`src/rtl/lvl_irq_pkg.sv`:
```
package lvl_irq_pkg;
  localparam int NUM_LVL = 7;
  localparam int LVL_W   = 3;
  localparam int REG_W   = 16;
  localparam logic [REG_W-1:0] CTRL_RST  = 16'h007F;
  localparam logic [REG_W-1:0] CTRL_MASK = 16'hFF7F;
endpackage

```
`src/rtl/irq_sync_bank.sv`:
```
module irq_sync_bank #(
  parameter int WIDTH  = 7,
  parameter int STAGES = 2
) (
  input  logic             clk_i,
  input  logic             rst_ni,
  input  logic             freeze_i,
  input  logic [WIDTH-1:0] d_i,
  output logic [WIDTH-1:0] q_o
);
  for (genvar b = 0; b < WIDTH; b++) begin : g_bit
    logic [STAGES-1:0] chain_q;
    always_ff @(posedge clk_i or negedge rst_ni) begin
      if (!rst_ni) chain_q <= '0;
      else if (!freeze_i) begin
        if (STAGES > 1) chain_q <= {chain_q[STAGES-2:0], d_i[b]};
        else            chain_q <= {STAGES{d_i[b]}};
      end
    end
    assign q_o[b] = chain_q[STAGES-1];
  end
endmodule

```
`src/rtl/irq_pol_learn.sv`:
```
module irq_pol_learn #(
  parameter int WIDTH  = 7,
  parameter int SETTLE = 2
) (
  input  logic             clk_i,
  input  logic             rst_ni,
  input  logic [WIDTH-1:0] sync_i,
  output logic [WIDTH-1:0] act_o
);
  localparam int CNT_W = $clog2(SETTLE + 1) + 1;
  logic [CNT_W-1:0] cnt_q;
  logic             learned_q;
  logic [WIDTH-1:0] idle_q;

  // wait for the synchronizers to fill, then capture the idle level once
  always_ff @(posedge clk_i or negedge rst_ni) begin
    if (!rst_ni) begin
      cnt_q     <= '0;
      learned_q <= 1'b0;
      idle_q    <= '0;
    end else if (!learned_q) begin
      if (cnt_q == CNT_W'(SETTLE)) begin
        idle_q    <= sync_i;
        learned_q <= 1'b1;
      end else begin
        cnt_q <= cnt_q + 1'b1;
      end
    end
  end

  assign act_o = learned_q ? (sync_i ^ idle_q) : '0;
endmodule

```
`src/rtl/irq_prio_enc.sv`:
```
module irq_prio_enc
  import lvl_irq_pkg::*;
(
  input  logic [NUM_LVL:0]   req_i,
  output logic [LVL_W-1:0]   lvl_o
);
  always_comb begin
    lvl_o = '0;
    for (int k = 1; k <= NUM_LVL; k++)
      if (req_i[k]) lvl_o = LVL_W'(k);
  end
endmodule

```
`src/rtl/lvl_irq_ctrl.sv`:
```
module lvl_irq_ctrl
  import lvl_irq_pkg::*;
#(
  parameter int TIMER_LEVEL = 6,
  parameter int SYNC_STAGES = 2,
  parameter int VEC_BASE    = 24
) (
  input  logic               clk_i,
  input  logic               rst_ni,
  input  logic [NUM_LVL-1:0] irq_pin_i,
  input  logic               tmr_req_i,
  input  logic               reg_sel_i,
  input  logic               reg_we_i,
  input  logic               reg_super_i,
  input  logic [REG_W-1:0]   reg_wdata_i,
  output logic [REG_W-1:0]   reg_rdata_o,
  output logic               reg_berr_o,
  output logic [LVL_W-1:0]   ipl_o,
  input  logic               iack_i,
  input  logic [LVL_W-1:0]   iack_lvl_i,
  output logic               iack_done_o,
  output logic               iack_ext_o,
  output logic [7:0]         iack_vec_o
);
  logic [REG_W-1:0]   ctrl_q;
  logic [NUM_LVL-1:0] sync_q;
  logic [NUM_LVL-1:0] act;
  logic [NUM_LVL:0]   pend_x;
  logic [NUM_LVL:0]   avec_x;
  logic [LVL_W-1:0]   ipl_d, ipl_q;
  logic               hit, av;

  irq_sync_bank #(.WIDTH(NUM_LVL), .STAGES(SYNC_STAGES)) u_sync (
    .clk_i, .rst_ni, .freeze_i(iack_i), .d_i(irq_pin_i), .q_o(sync_q)
  );

  irq_pol_learn #(.WIDTH(NUM_LVL), .SETTLE(SYNC_STAGES)) u_pol (
    .clk_i, .rst_ni, .sync_i(sync_q), .act_o(act)
  );

  always_ff @(posedge clk_i or negedge rst_ni) begin
    if (!rst_ni) ctrl_q <= CTRL_RST;
    else if (reg_sel_i && reg_we_i && reg_super_i) ctrl_q <= reg_wdata_i & CTRL_MASK;
  end

  assign reg_berr_o  = reg_sel_i && !reg_super_i;
  assign reg_rdata_o = (reg_sel_i && reg_super_i) ? ctrl_q : '0;

  always_comb begin
    pend_x[0] = 1'b0;
    for (int k = 1; k <= NUM_LVL; k++)
      pend_x[k] = (act[k-1] && ctrl_q[NUM_LVL+k])
                || (k == TIMER_LEVEL && tmr_req_i && ctrl_q[REG_W-1]);
  end

  irq_prio_enc u_enc (.req_i(pend_x), .lvl_o(ipl_d));

  always_ff @(posedge clk_i or negedge rst_ni) begin
    if (!rst_ni) ipl_q <= '0;
    else         ipl_q <= ipl_d;
  end
  assign ipl_o = ipl_q;

  assign avec_x      = {ctrl_q[NUM_LVL-1:0], 1'b0};
  assign hit         = pend_x[iack_lvl_i];
  assign av          = avec_x[iack_lvl_i];
  assign iack_done_o = iack_i && (!hit || av);
  assign iack_ext_o  = iack_i && hit && !av;

  always_comb begin
    if (!iack_i || (hit && !av)) iack_vec_o = '0;
    else if (!hit)               iack_vec_o = 8'(VEC_BASE);
    else                         iack_vec_o = 8'(VEC_BASE) + {5'b0, iack_lvl_i};
  end
endmodule

```
`config.mk`:
```
export PLATFORM = sky130hd
export DESIGN_NAME = lvl_irq_ctrl
export DESIGN_NICKNAME = d
export VERILOG_FILES = /design/src/rtl/lvl_irq_pkg.sv /design/src/rtl/irq_sync_bank.sv /design/src/rtl/irq_pol_learn.sv /design/src/rtl/irq_prio_enc.sv /design/src/rtl/lvl_irq_ctrl.sv
export SDC_FILE = /design/constraint.sdc
export NUM_CORES = 1
export LEC_CHECK = 0
export ABC_AREA = 1
export BUFFER_PORTS_ARGS = -buffer_cell sky130_fd_sc_hd__buf_4
export CAP_MARGIN = 5
export CORE_MARGIN = 3
export CORE_UTILIZATION = 44
export DETAILED_ROUTE_END_ITERATION = 7
export PLACE_DENSITY = 0.69
export SETUP_SLACK_MARGIN = 0.02
export SKIP_CTS_REPAIR_TIMING = 1
export SLEW_MARGIN = 10
export SYNTH_ARGS = -nofsm -noshare
export SYNTH_HDL_FRONTEND = slang
export SYNTH_SLANG_ARGS = --single-unit
```
`constraint.sdc`:
```
create_clock -name clk_i -period 2.7 [get_ports clk_i]
set_clock_uncertainty 0.1 [all_clocks]
set_input_delay 0.135 -clock clk_i [delete_from_list [all_inputs] [get_ports clk_i]]
set_output_delay 0.135 -clock clk_i [all_outputs]
set_load 0.02 [all_outputs]
```
# After elaboration in Yosys (flattened, before gate mapping)
# Index checks and enable logic that the tools add are counted.
[op_classes] add_sub_neg=2 order_cmp=1 n_eq_ne=1 muxes=17 bitwise_logic=3 n_reduce_logical=25
[op_table] op="1-bit logical AND" n=16
[op_table] op="16-bit 2-to-1 mux" n=1
[op_table] op="8-bit 2-to-1 mux" n=2
[op_table] op="3-bit 2-to-1 mux" n=4
[op_table] op="7-bit 2-to-1 mux" n=1
[op_table] op="7-bit XOR" n=1
[op_table] op="5-bit by 3-bit adder with 6-bit output (first input constant)" n=1
[op_table] op="1-bit binary-select mux with 3-bit select" n=2
[op_table] op="1-bit 2-to-1 mux" n=5
[op_table] op="1-bit logical NOT" n=4
[op_table] op="3-bit by 4-bit < comparator with 1-bit output (second input constant)" n=1
[op_table] op="2-bit 2-to-1 mux" n=2
[op_table] op="2-bit AND reduction" n=2
[op_table] op="3-bit by 1-bit adder with 3-bit output (second input constant)" n=1
[op_table] op="3-bit by 2-bit == test with 1-bit output (second input constant)" n=1
[op_table] op="1-bit logical OR" n=3
[op_table] op="1-bit inverter" n=2
[totals] register_bits=43 inputBits=33 out_inout_bits=30 elab_cells=61

# Longest topological paths before layout
# Gate-level depths: netlist of run 1.
[depth] ltp_word=10 ltp_mapped=13 mapped_depth_nobuf=11

# Cells and area by module
# Synthesis of run 1 repeated with hierarchy kept, for this count alone.
[unflattened] hier_cells=303 area_unflattened_um2=2322.2
[modules_own_cells] module="lvl_irq_ctrl" instances=1 cells_per_inst=155 area_each_um2=1056.0 seq_area_each_um2=459.2
[modules_own_cells] module="irq_pol_learn" instances=1 cells_per_inst=67 area_each_um2=619.3 seq_area_each_um2=275.3
[modules_own_cells] module="irq_sync_bank" instances=1 cells_per_inst=66 area_each_um2=583.1 seq_area_each_um2=350.3
[modules_own_cells] module="irq_prio_enc" instances=1 cells_per_inst=15 area_each_um2=63.8 seq_area_each_um2=0.0

# Worst setup path after synthesis of run 1
# No wires, ideal clock.
[synth_timing] path_kind="flip-flop to output port" start="register u_pol.idle_q[3]" end="output iack_vec_o[3]" arrival_time_ns=1.384 required_ns=2.465 setup_slack_ns=1.081 path_stages_with_launch=12 n_path_buf=1 cell_sequence="dfrtp_1 > or2_2 > nand4_1 > nand2_1 > inv_1 > nand2_1 > nand2_2 > nand2_2 > nand2_2 > nand2_2 > inv_2 > buf_4"
[synth_via] elab_chain_cells=8 word_cells_on_any_way=9 cone_classes="mux (5); bitwise (1); reduce/logical (3)"
[synth_rtl] item="start, declared" line="irq_pol_learn.sv:13" source="logic [WIDTH-1:0] idle_q;"
[synth_rtl] item="start signal, assigned" line="irq_pol_learn.sv:23" source="idle_q <= sync_i;"
[synth_rtl] item="7-bit XOR (*)" line="irq_pol_learn.sv:31" source="assign act_o = learned_q ? (sync_i ^ idle_q) : '0;"
[synth_rtl] item="7-bit 2-to-1 mux (*)" line="irq_pol_learn.sv:31"
[synth_rtl] item="1-bit logical AND (*)" line="lvl_irq_ctrl.sv:52" source="pend_x[k] = (act[k-1] && ctrl_q[NUM_LVL+k])"
[synth_rtl] item="1-bit binary-select mux with 3-bit select (*)" line="lvl_irq_ctrl.sv:65" source="assign hit = pend_x[iack_lvl_i];"
[synth_rtl] item="1-bit 2-to-1 mux (not written as such) (*)" line="lvl_irq_ctrl.sv:65"
[synth_rtl] item="1-bit logical AND" line="lvl_irq_ctrl.sv:71" source="if (!iack_i || (hit && !av)) iack_vec_o = '0;"
[synth_rtl] item="1-bit logical OR" line="lvl_irq_ctrl.sv:71"
[synth_rtl] item="8-bit 2-to-1 mux (*)" line="lvl_irq_ctrl.sv:71"
[synth_rtl] item="end, declared" line="lvl_irq_ctrl.sv:23" source="output logic [7:0] iack_vec_o"
# Mark *: on every way between the ends. The rest lies on a longest branch, timed or not. The select of a mux whose other input is x is not followed.

# Final worst setup path of run 1
[layout_timing] start="register u_pol.learned_q" end="output iack_vec_o[3]"
[layout_via] elab_chain_cells=8 word_cells_on_any_way=15 cone_classes="mux (5); reduce/logical (10)"
[layout_rtl] item="start, declared" line="irq_pol_learn.sv:12" source="logic learned_q;"
[layout_rtl] item="start signal, assigned" line="irq_pol_learn.sv:19" source="learned_q <= 1'b0;"
[layout_rtl] item="start signal, assigned" line="irq_pol_learn.sv:24" source="learned_q <= 1'b1;"
[layout_rtl] item="7-bit 2-to-1 mux (*)" line="irq_pol_learn.sv:31"
[layout_rtl] item="1-bit logical AND" line="lvl_irq_ctrl.sv:52"
[layout_rtl] item="1-bit logical OR" line="lvl_irq_ctrl.sv:53" source="|| (k == TIMER_LEVEL && tmr_req_i && ctrl_q[REG_W-1]);"
[layout_rtl] item="1-bit binary-select mux with 3-bit select (*)" line="lvl_irq_ctrl.sv:65"
[layout_rtl] item="1-bit 2-to-1 mux (not written as such) (*)" line="lvl_irq_ctrl.sv:65"
[layout_rtl] item="1-bit logical AND" line="lvl_irq_ctrl.sv:71"
[layout_rtl] item="1-bit logical OR" line="lvl_irq_ctrl.sv:71"
[layout_rtl] item="8-bit 2-to-1 mux (*)" line="lvl_irq_ctrl.sv:71"
# Marks and branches as above.

==> results of run 1 <==
synthesized netlist by cell type (all sizes together):
master  instances  area (µm²)
dfrtp          36         901
nand3           8        40.0
xor2            1        8.76
or2             3        18.8
nor3            1        10.0
a21boi          1        7.51
nand2          80         313
nand3b          1        7.51
conb            1        3.75
inv            44         165
nor2           36         145
clkbuf          7        27.5
a31oi           3        18.8
a21oi          18        90.1
ha              2        25.0
buf             8        60.1
o21ai          19        95.1
nand4           7        43.8
dfstp           7         184
stage by stage:
| step | utilization | hold slack [ns] | instances | area [µm²] | setup slack (ns) |
|---|---|---|---|---|---|
| floorplan | - | -0.261 | 286 | 2180 | 1.08 |
| global placement | 0.572 | 0.0527 | 395 | 2610 | 0.982 |
| detailed placement | 0.572 | 0.0561 | 395 | 2610 | 0.940 |
| CTS | 0.590 | -0.263 | 403 | 2690 | 0.610 |
| global route | 0.625 | 0.00150 | 419 | 2850 | 0.451 |
| finish | 0.625 | -0.0137 | 419 | 2850 | 0.615 |
cell families (layout without fill, tap and decap cells):
| kind of cell | Yosys count | in the layout |
|---|---|---|
| AOI/OAI and AO/OA | 41 | 41 |
| DFF | 43 | 43 |
| and+or+nand+nor | 136 | 136 |
| other | 1 | 4 |
| xor gates and xnor gates | 1 | 1 |
| adders and majority gates | 2 | 2 |
| buffers and inverters | 59 | 127 |
sequential cells by signal (all words and copies together), names as in the netlist:
signal                flops
ipl_o                     3
u_pol.learned_q           1
u_pol.cnt_q               3
u_sync.g_bit.chain_q     14
u_pol.idle_q              7
ctrl_q                   15
power by group:
group          switching (mW)  internal [mW]  leakage (nW)
logic                   0.224          0.161          1.03
registers              0.0378          0.730         0.498
clock network           0.213          0.182        0.0422
worst max-delay path, cell delays in order (launching register included):
cell,delay [ns]
dfrtp_1,0.55
nand2_1,0.09
nand3b_1,0.22
nand2_1,0.09
nand3_1,0.07
nand2_1,0.07
nand2_1,0.06
nand2_2,0.09
nand2_2,0.06
nand2_2,0.08
inv_2,0.04
buf_4,0.15
layout make-up:
type                    count  area (µm²)  area share
clock inverters             1        5.00     0.00175
repair buffers             75         603       0.211
multi-input cells         184         838       0.294
flip-flops and latches     43        1080       0.380
well taps                  65        81.3      0.0285
inverters                  44         165      0.0579
clock buffers               7        76.3      0.0267
how the worst max path moves through the flow:
stage	startpoint	endpoint	slack [ns]	cells after the start
floorplan	u_pol.idle_q[3]$_DFFE_PN0P_	iack_vec_o[3]	1.08	11
global placement	u_pol.learned_q$_DFF_PN0_	iack_vec_o[3]	0.98	11
detailed placement	u_pol.learned_q$_DFF_PN0_	iack_vec_o[3]	0.94	11
CTS	u_pol.learned_q$_DFF_PN0_	iack_vec_o[3]	0.61	11
global route	u_pol.learned_q$_DFF_PN0_	iack_ext_o	0.45	11
finish	u_pol.learned_q$_DFF_PN0_	iack_vec_o[3]	0.62	11
metal layers:
| metal | wire, µm | GRT usage |
|---|---|---|
| met4 | 43 | 0.0380 |
| met2 | 2360 | 0.295 |
| met3 | 298 | 0.0579 |
| met1 | 2150 | 0.209 |
| met5 | 0 | 0 |
==> metrics.txt, run 1 <==
status complete, but fails checks; failing checks hold timing; post-route setup TNS 0 ns; cell count after synthesis 283; Post-Synth Adder-Cell Area 0.0116; fmax 480 MHz; Endpoint, Worst Hold ctrl_q[11]$_DFFE_PN0P_; grt total ovfl 0; # H-tree levels 2; Yosys reg bits 43; Synth Area in XOR/XNOR 0.00405; Final Setup Violations 0; largest net degree at the start of global routing 44; CTS buffer count 5; clk slew on worst S/H paths 0.08 ns; largest family of logic cells by synthesized area simple AND/OR/NAND/NOR gates; Sink Count 43; antenna fix cells 0; Slew Viols, Final 0; maximum vdd ir drop 0.258 mV; critical path peak fanout 10; Die Y 76.1 µm; number of warnings issued by yosys 0; Fin Hold WS -0.0137 ns; TritonRoute pass-1 iters 4; fraction of layout cells with a size suffix above 1 0.240; clk buf depth 2; commonest non-fill, non-tap cells in the layout nand2_1 (75), buf_4 (59), inv_1 (41); most common cell after layout, fill and taps aside nand2_1; worst reg-to-reg path cell count 6; WP data arrival 1.85 ns; CTS root buf clkbuf_8; worst r2r src u_pol.learned_q$_DFF_PN0_; hold path cells 3; die area 5800 µm²; DP Wirelength 3470 µm; shortest period the worst path allows 2.08 ns; simple-gate area share of the yosys netlist 0.267; Design Power 1.55 mW; Hold Fails Final Rpt 4; RSZ-0062 raised after global routing false; drt total wl 4850 µm; Synth Area in Compound Gates 0.0977; vias in the first global route 1,917; Worst-Skew Late Latency 0.29 ns; antenna-violating nets left 0; Rows 24; max capacitance violation total 0; Initial Utilization 0.474; nets 388; I/O Buffers 57; power per cell area 542 nW/µm²; TritonCTS clock tree built; Max transition margin 0.630; reg2reg end ipl_o[0]$_DFF_PN0_; initial antenna violation count 0; wire per inst 11.6 µm; fill count 437; FF-to-FF setup slack 1.23 ns; initial drt markers 99; Worst Tran Pin Value 0.554 ns; # IOs 63; Mean Syn Cell Area 7.65 µm²; critical path type reg2out; DR vias/cell 4.67; Critical Path RT 2.47 ns; gr usage total 0.172; Synth Cell Area 2160 µm²; DRC violations left 0; core area 4560 µm²; area grow syn2layout 31.8%; via count 1,958; mux cell area share after synthesis 0; crit path capture type output port; startpoint types flip-flop; sequential element share of the synthesized area 0.501; Lkg Pwr 1.57 nW; die width 76.1 µm; GPL Wtd Cong 0.797; hold wc startpoint reg_wdata_i[11]; fin crit share 0.772; Hold WC Path Type in2reg; first-pass GRT wire length 8120 µm; count of cell types in the netlist 28
No activity file was read; power rests on OpenSTA's default activity.
==> inputs of run 2 (changes only) <==
--- a/config.mk
+++ b/config.mk
@@ -5,7 +5,7 @@
 export SDC_FILE = /design/constraint.sdc
 export NUM_CORES = 1
 export LEC_CHECK = 0
-export ABC_AREA = 1
+export ABC_AREA = 0
 export BUFFER_PORTS_ARGS = -buffer_cell sky130_fd_sc_hd__buf_4
 export CAP_MARGIN = 5
 export CORE_MARGIN = 3
==> constraint.sdc (replaced) <==
create_clock -name clk_i -period 2.03 [get_ports clk_i]
set_clock_uncertainty 0.1 [all_clocks]
set_input_delay 0.1015 -clock clk_i [delete_from_list [all_inputs] [get_ports clk_i]]
set_output_delay 0.1015 -clock clk_i [all_outputs]
set_load 0.02 [all_outputs]
==> run 2 against run 1 <==
Highest routed layer unchanged. Count of clock-buffer cells in the layout down 1. Combinational power up 55%. First-iteration DRC count down 10%. Routed wire length down 3.3%. Synthesized area down 0.64%. Register-to-register slack worse by 0.83 ns. Die area down 0.59%. Critical path depth down 5. The flow now finishes without violations. Sequential share of layout area down 1.1 points. Final area up 3.1%. Global-route usage down 0.48 points.
==> metrics.txt, run 2 <==
post-route setup TNS 0 ns; I/O Buffers 57; crit path capture type output port; antenna fix cells 0; FF-to-FF setup slack 0.40 ns; DR WL met2 2280 µm; WL met3 235 µm; final core occ 0.649; Post-synth EDFFs 0; die width 75.9 µm; Synth Flop Type dfrtp_1; DRC violations left 0; initial antenna violation count 0; largest registers ctrl_q: 15 flops, u_sync.g_bit.chain_q: 14 flops, u_pol.idle_q: 7 flops; maximum vdd ir drop 0.560 mV; RSZ-0062 raised after global routing true; count of cell types in the netlist 36; Hold Fails Final Rpt 0; placed cell area 2590 µm²; share of the synthesized area in the top cell type 0.419; GPL Wtd Cong 0.828; Lkg Pwr 1.39 nW; # H-tree levels 2; Max transition margin 0.640; sequential element share of the synthesized area 0.504; first-pass GRT wire length 7400 µm; Worst-Skew Late Latency 0.30 ns; critical path type reg2out; clk slew on worst S/H paths 0.09 ns; top cells by count, synth mux2_2 (37), dfrtp_1 (36), and3_1 (17); drt total wl 4690 µm; final instance area 2940 µm²; worst reg-to-reg path cell count 3; Mean Syn Cell Area 12.2 µm²; power per cell area 769 nW/µm²; vias in the first global route 1,457; fraction of layout cells with a size suffix above 1 0.490; top cells by area, synth dfrtp_1 (42%), mux2_2 (19%), dfstp_2 (8.6%); TritonRoute pass-1 iters 4; critical path peak fanout 4; nets 289; CP Launch Point u_sync.g_bit[4].chain_q[1]$_DFFE_PN0N_; Final Setup Violations 0; DR vias/cell 4.89; DP Wirelength 3290 µm; CTS root buf clkbuf_8; Critical Path RT 1.83 ns; area grow syn2layout 36.8%; worst r2r src u_pol.learned_q$_DFF_PN0_; reg2reg end u_pol.idle_q[1]$_DFFE_PN0P_; most frequent cell after synthesis mux2_2; Worst Tran Pin Value 0.540 ns; antenna-violating nets left 0; status finished clean; clk buf depth 2; commonest non-fill, non-tap cells in the layout buf_4 (59), mux2_2 (37), dfrtp_1 (35); TritonCTS clock tree built; largest net degree at the start of global routing 44; fmax 502 MHz; number of warnings issued by yosys 0; largest reg by FF count ctrl_q; cell count after synthesis 176; max capacitance violation total 0; core area 4530 µm²; Hold WC Path Type in2reg; Die Y 75.9 µm; grt total ovfl 0; # IOs 63; post-synth top area cell dfrtp_1; Synth Cell Area 2150 µm²; Rows 24; fin crit share 0.980; gr usage total 0.167; Initial Utilization 0.474; initial drt markers 89; wire per inst 14.6 µm; shortest period the worst path allows 1.99 ns; die area 5760 µm²; via count 1,564; Design Power 2.26 mW; max reg flops 15; Slew Viols, Final 0; fill count 364; max layer used met4; Critical Path Sink iack_vec_o[4]; Sink Count 43; M1 wire length 2070 µm; startpoint types flip-flop; Yosys reg bits 43; fraction of registers with async set or reset after synthesis 1.00; CTS buffer count 5; WP data arrival 1.79 ns; most common cell after layout, fill and taps aside buf_4
run 2: cell count changes after synthesis, sizes merged, moves of 3 or more:
cell	previous run	this run
nand2	80	6
mux2	0	37
inv	44	8
nor2	36	6
and3	0	17
a21oi	18	2
o21ai	19	4
nand4	7	1
xor2	1	7
clkbuf	7	3
buf	8	11
nand3	8	5
nor3	1	4
o221ai	0	3
run 2: logic make-up after synthesis:
logic type      after synthesis  synth area share
simple gates                 44             0.116
flops                        43             0.504
mux                          38             0.204
buf+inv                      22            0.0547
compound gates               18            0.0750
xor+xnor                      8            0.0326
fa+ha+maj                     2            0.0116
other cells                   1           0.00174
run 2: how the worst min path moves through the flow:
stage                         start                     end  slack, ns  depth (start not counted)
final                     tmr_req_i      ipl_o[1]$_DFF_PN0_       0.11                          4
after global routing      tmr_req_i      ipl_o[2]$_DFF_PN0_       0.11                          4
after CTS                    rst_ni  ctrl_q[15]$_DFFE_PN0P_      -0.31                          1
after detailed placement     rst_ni  ctrl_q[15]$_DFFE_PN0P_       0.02                          1
after global placement       rst_ni  ctrl_q[15]$_DFFE_PN0P_       0.02                          1
after floorplan              rst_ni  ctrl_q[10]$_DFFE_PN0P_      -0.29                          0
run 2: cell type report:
| class | count | area, µm² | share of cell area |
|---|---|---|---|
| timing repair buffer | 82 | 673 | 0.229 |
| multi-input combinational | 114 | 973 | 0.331 |
| sequential | 43 | 1090 | 0.369 |
| inverter | 8 | 30.0 | 0.0102 |
| clock inverter | 2 | 16.3 | 0.00553 |
| tap | 65 | 81.3 | 0.0276 |
| clock buffer | 6 | 82.6 | 0.0281 |
run 2: through the flow:
step | hold slack [ns] | instances | setup WS (ns)
after floorplan | -0.294 | 179 | 0.243
after global placement | 0.0226 | 288 | 0.272
after detailed placement | 0.0172 | 288 | 0.249
after CTS | -0.313 | 296 | -0.0961
after global routing | 0.112 | 320 | -0.0747
final | 0.115 | 320 | 0.0397
run 2: per-layer routing:
layer	track usage	up-vias
met4	0.0652	0
li1	-	768
met2	0.262	42
met1	0.214	744
met5	0	-
met3	0.0545	10
run 2: critical path, stage by stage, from the launching register on:
cell and delay (ns):
dfrtp_1 0.41, xor2_1 0.16, nand2_1 0.14, o221ai_2 0.14, o31ai_4 0.30, o21a_1 0.19
buf_4 0.15
run 2: where the power goes:
part           internal (mW)  switching, mW  total [mW]
sequential              1.00         0.0891        1.09
combinational          0.315          0.281       0.596
clock                  0.278          0.300       0.577
==> inputs of run 3 (changes only) <==
--- a/config.mk
+++ b/config.mk
@@ -10,9 +10,10 @@
 export CAP_MARGIN = 5
 export CORE_MARGIN = 3
 export CORE_UTILIZATION = 44
+export CTS_CLUSTER_DIAMETER = 40
 export DETAILED_ROUTE_END_ITERATION = 7
 export PLACE_DENSITY = 0.69
-export SETUP_SLACK_MARGIN = 0.02
+export SETUP_SLACK_MARGIN = 0.2
 export SKIP_CTS_REPAIR_TIMING = 1
 export SLEW_MARGIN = 10
 export SYNTH_ARGS = -nofsm -noshare
==> run 3 against run 2 <==
Worst hold slack is the same. Maximum frequency is the same. Largest power group unchanged. Register-to-register slack is essentially flat. Final area is the same. Final cell count is the same. Power is the same. Highest routed layer unchanged. Critical endpoint unchanged.
==> metrics.txt, run 3 (synthesis gave the netlist of run 2 again) <==
Die Y 75.9 µm; Initial Utilization 0.474; I/O Buffers 57; Max transition margin 0.640; die width 75.9 µm; initial antenna violation count 0; # IOs 63; Sequential cell area 1090 µm²; RSZ-0062 raised after global routing true; DRC violations left 0; fin crit share 0.980; max reg flops 15; Rows 24; antenna fix cells 0; Slew Viols, Final 0; WP data arrival 1.79 ns; CTS root buf clkbuf_8; placed cell area 2590 µm²; via count 1,564; clk slew on worst S/H paths 0.09 ns; gr usage total 0.167; CP Cell Sequence xor2_1 > nand2_1 > o221ai_2 > o31ai_4 > o21a_1 > buf_4; power per cell area 769 nW/µm²; area occupied by multi-input gates 973 µm²; first-pass GRT wire length 7400 µm; fmax 502 MHz; fill count 364; Final Setup Violations 0; largest reg by FF count ctrl_q; critical path type reg2out; # H-tree levels 2; area grow syn2layout 36.8%; antenna-violating nets left 0; status finished clean; largest net degree at the start of global routing 44; final core occ 0.649; core area 4530 µm²; critical path peak fanout 4; CP peak stage delay 0.41 ns; Sink Count 43; Worst Tran Pin Value 0.540 ns; setup ws final 0.0397 ns; vias in the first global route 1,457; largest registers ctrl_q: 15 flops, u_sync.g_bit.chain_q: 14 flops, u_pol.idle_q: 7 flops; WP buf/inv 1; Largest delay share family, worst path compound AO/OA/AOI/OAI gates; TritonCTS clock tree built; worst slack, placed 0.249 ns; slowest CP cell dfrtp_1; commonest non-fill, non-tap cells in the layout buf_4 (59), mux2_2 (37), dfrtp_1 (35); die area 5760 µm²; final instance area 2940 µm²; startpoint types flip-flop; grt total ovfl 0; Worst-Skew Late Latency 0.30 ns; fraction of layout cells with a size suffix above 1 0.490; DP Wirelength 3290 µm; Hold Fails Final Rpt 0; DR vias/cell 4.89; drt total wl 4690 µm; shortest period the worst path allows 1.99 ns; maximum vdd ir drop 0.560 mV; initial drt markers 89; nets 289; most common cell after layout, fill and taps aside buf_4; Hold WC Path Type in2reg; max capacitance violation total 0; Design Power 2.26 mW; CTS buffer count 5; wire per inst 14.6 µm; clk buf depth 2; Critical Path RT 1.83 ns; Lkg Pwr 1.39 nW; GPL Wtd Cong 0.828; TritonRoute pass-1 iters 4; crit path capture type output port
run 3: metal layers:
metal	GRT usage	vias to the layer above	share of wire
met1	0.214	744	0.44
met4	0.0652	0	0.020
met3	0.0545	10	0.050
li1	-	768	-
met2	0.262	42	0.49
met5	0	-	0
run 3: tightest hold or removal path: cells and delay by family:
family / cells / cell delay (ns)
AOI/OAI and AO/OA: 2 / 0.14
buffers and inverters: 2 / 0.23
run 3: through the flow:
step / std cells / setup TNS [ns] / hold slack, ns
2_1_floorplan: 179 / 0 / -0.294
3_3_place_gp: 288 / 0 / 0.0226
3_5_place_dp: 288 / 0 / 0.0172
4_1_cts: 296 / -0.434 / -0.313
5_1_grt: 320 / -0.337 / 0.112
6_report: 320 / 0 / 0.115
run 3: area by class of cell:
| class | instances | share of cell area |
|---|---|---|
| Clock buffer | 6 | 0.0281 |
| Multi-Input combinational cell | 114 | 0.331 |
| Tap cell | 65 | 0.0276 |
| Sequential cell | 43 | 0.369 |
| Clock inverter | 2 | 0.00553 |
| Inverter | 8 | 0.0102 |
| Timing Repair Buffer | 82 | 0.229 |
run 3: power breakdown:
part,leakage [nW],total [mW],switching [mW],internal [mW]
combinational,0.839,0.596,0.281,0.315
clock,0.0474,0.577,0.300,0.278
sequential,0.501,1.09,0.0891,1.00
total,1.39,2.26,0.670,1.59
run 3: path summary, 6_finish.rpt:
kind                                                                to                                    from  cells after the start  slack, ns
worst max-delay path                                     iack_vec_o[4]  u_sync.g_bit[4].chain_q[1]$_DFFE_PN0N_                      6       0.04
worst min-delay path                                ipl_o[1]$_DFF_PN0_                               tmr_req_i                      4       0.11
worst max register to register             u_pol.idle_q[1]$_DFFE_PN0P_               u_pol.learned_q$_DFF_PN0_                      3       0.40
worst min register to register  u_sync.g_bit[2].chain_q[1]$_DFFE_PN0N_  u_sync.g_bit[2].chain_q[0]$_DFFE_PN0N_                      1       0.41
max in group asynchronous                    u_pol.learned_q$_DFF_PN0_                                  rst_ni                      2       1.20
min in group asynchronous                        ctrl_q[8]$_DFFE_PN0P_                                  rst_ni                      2       0.22
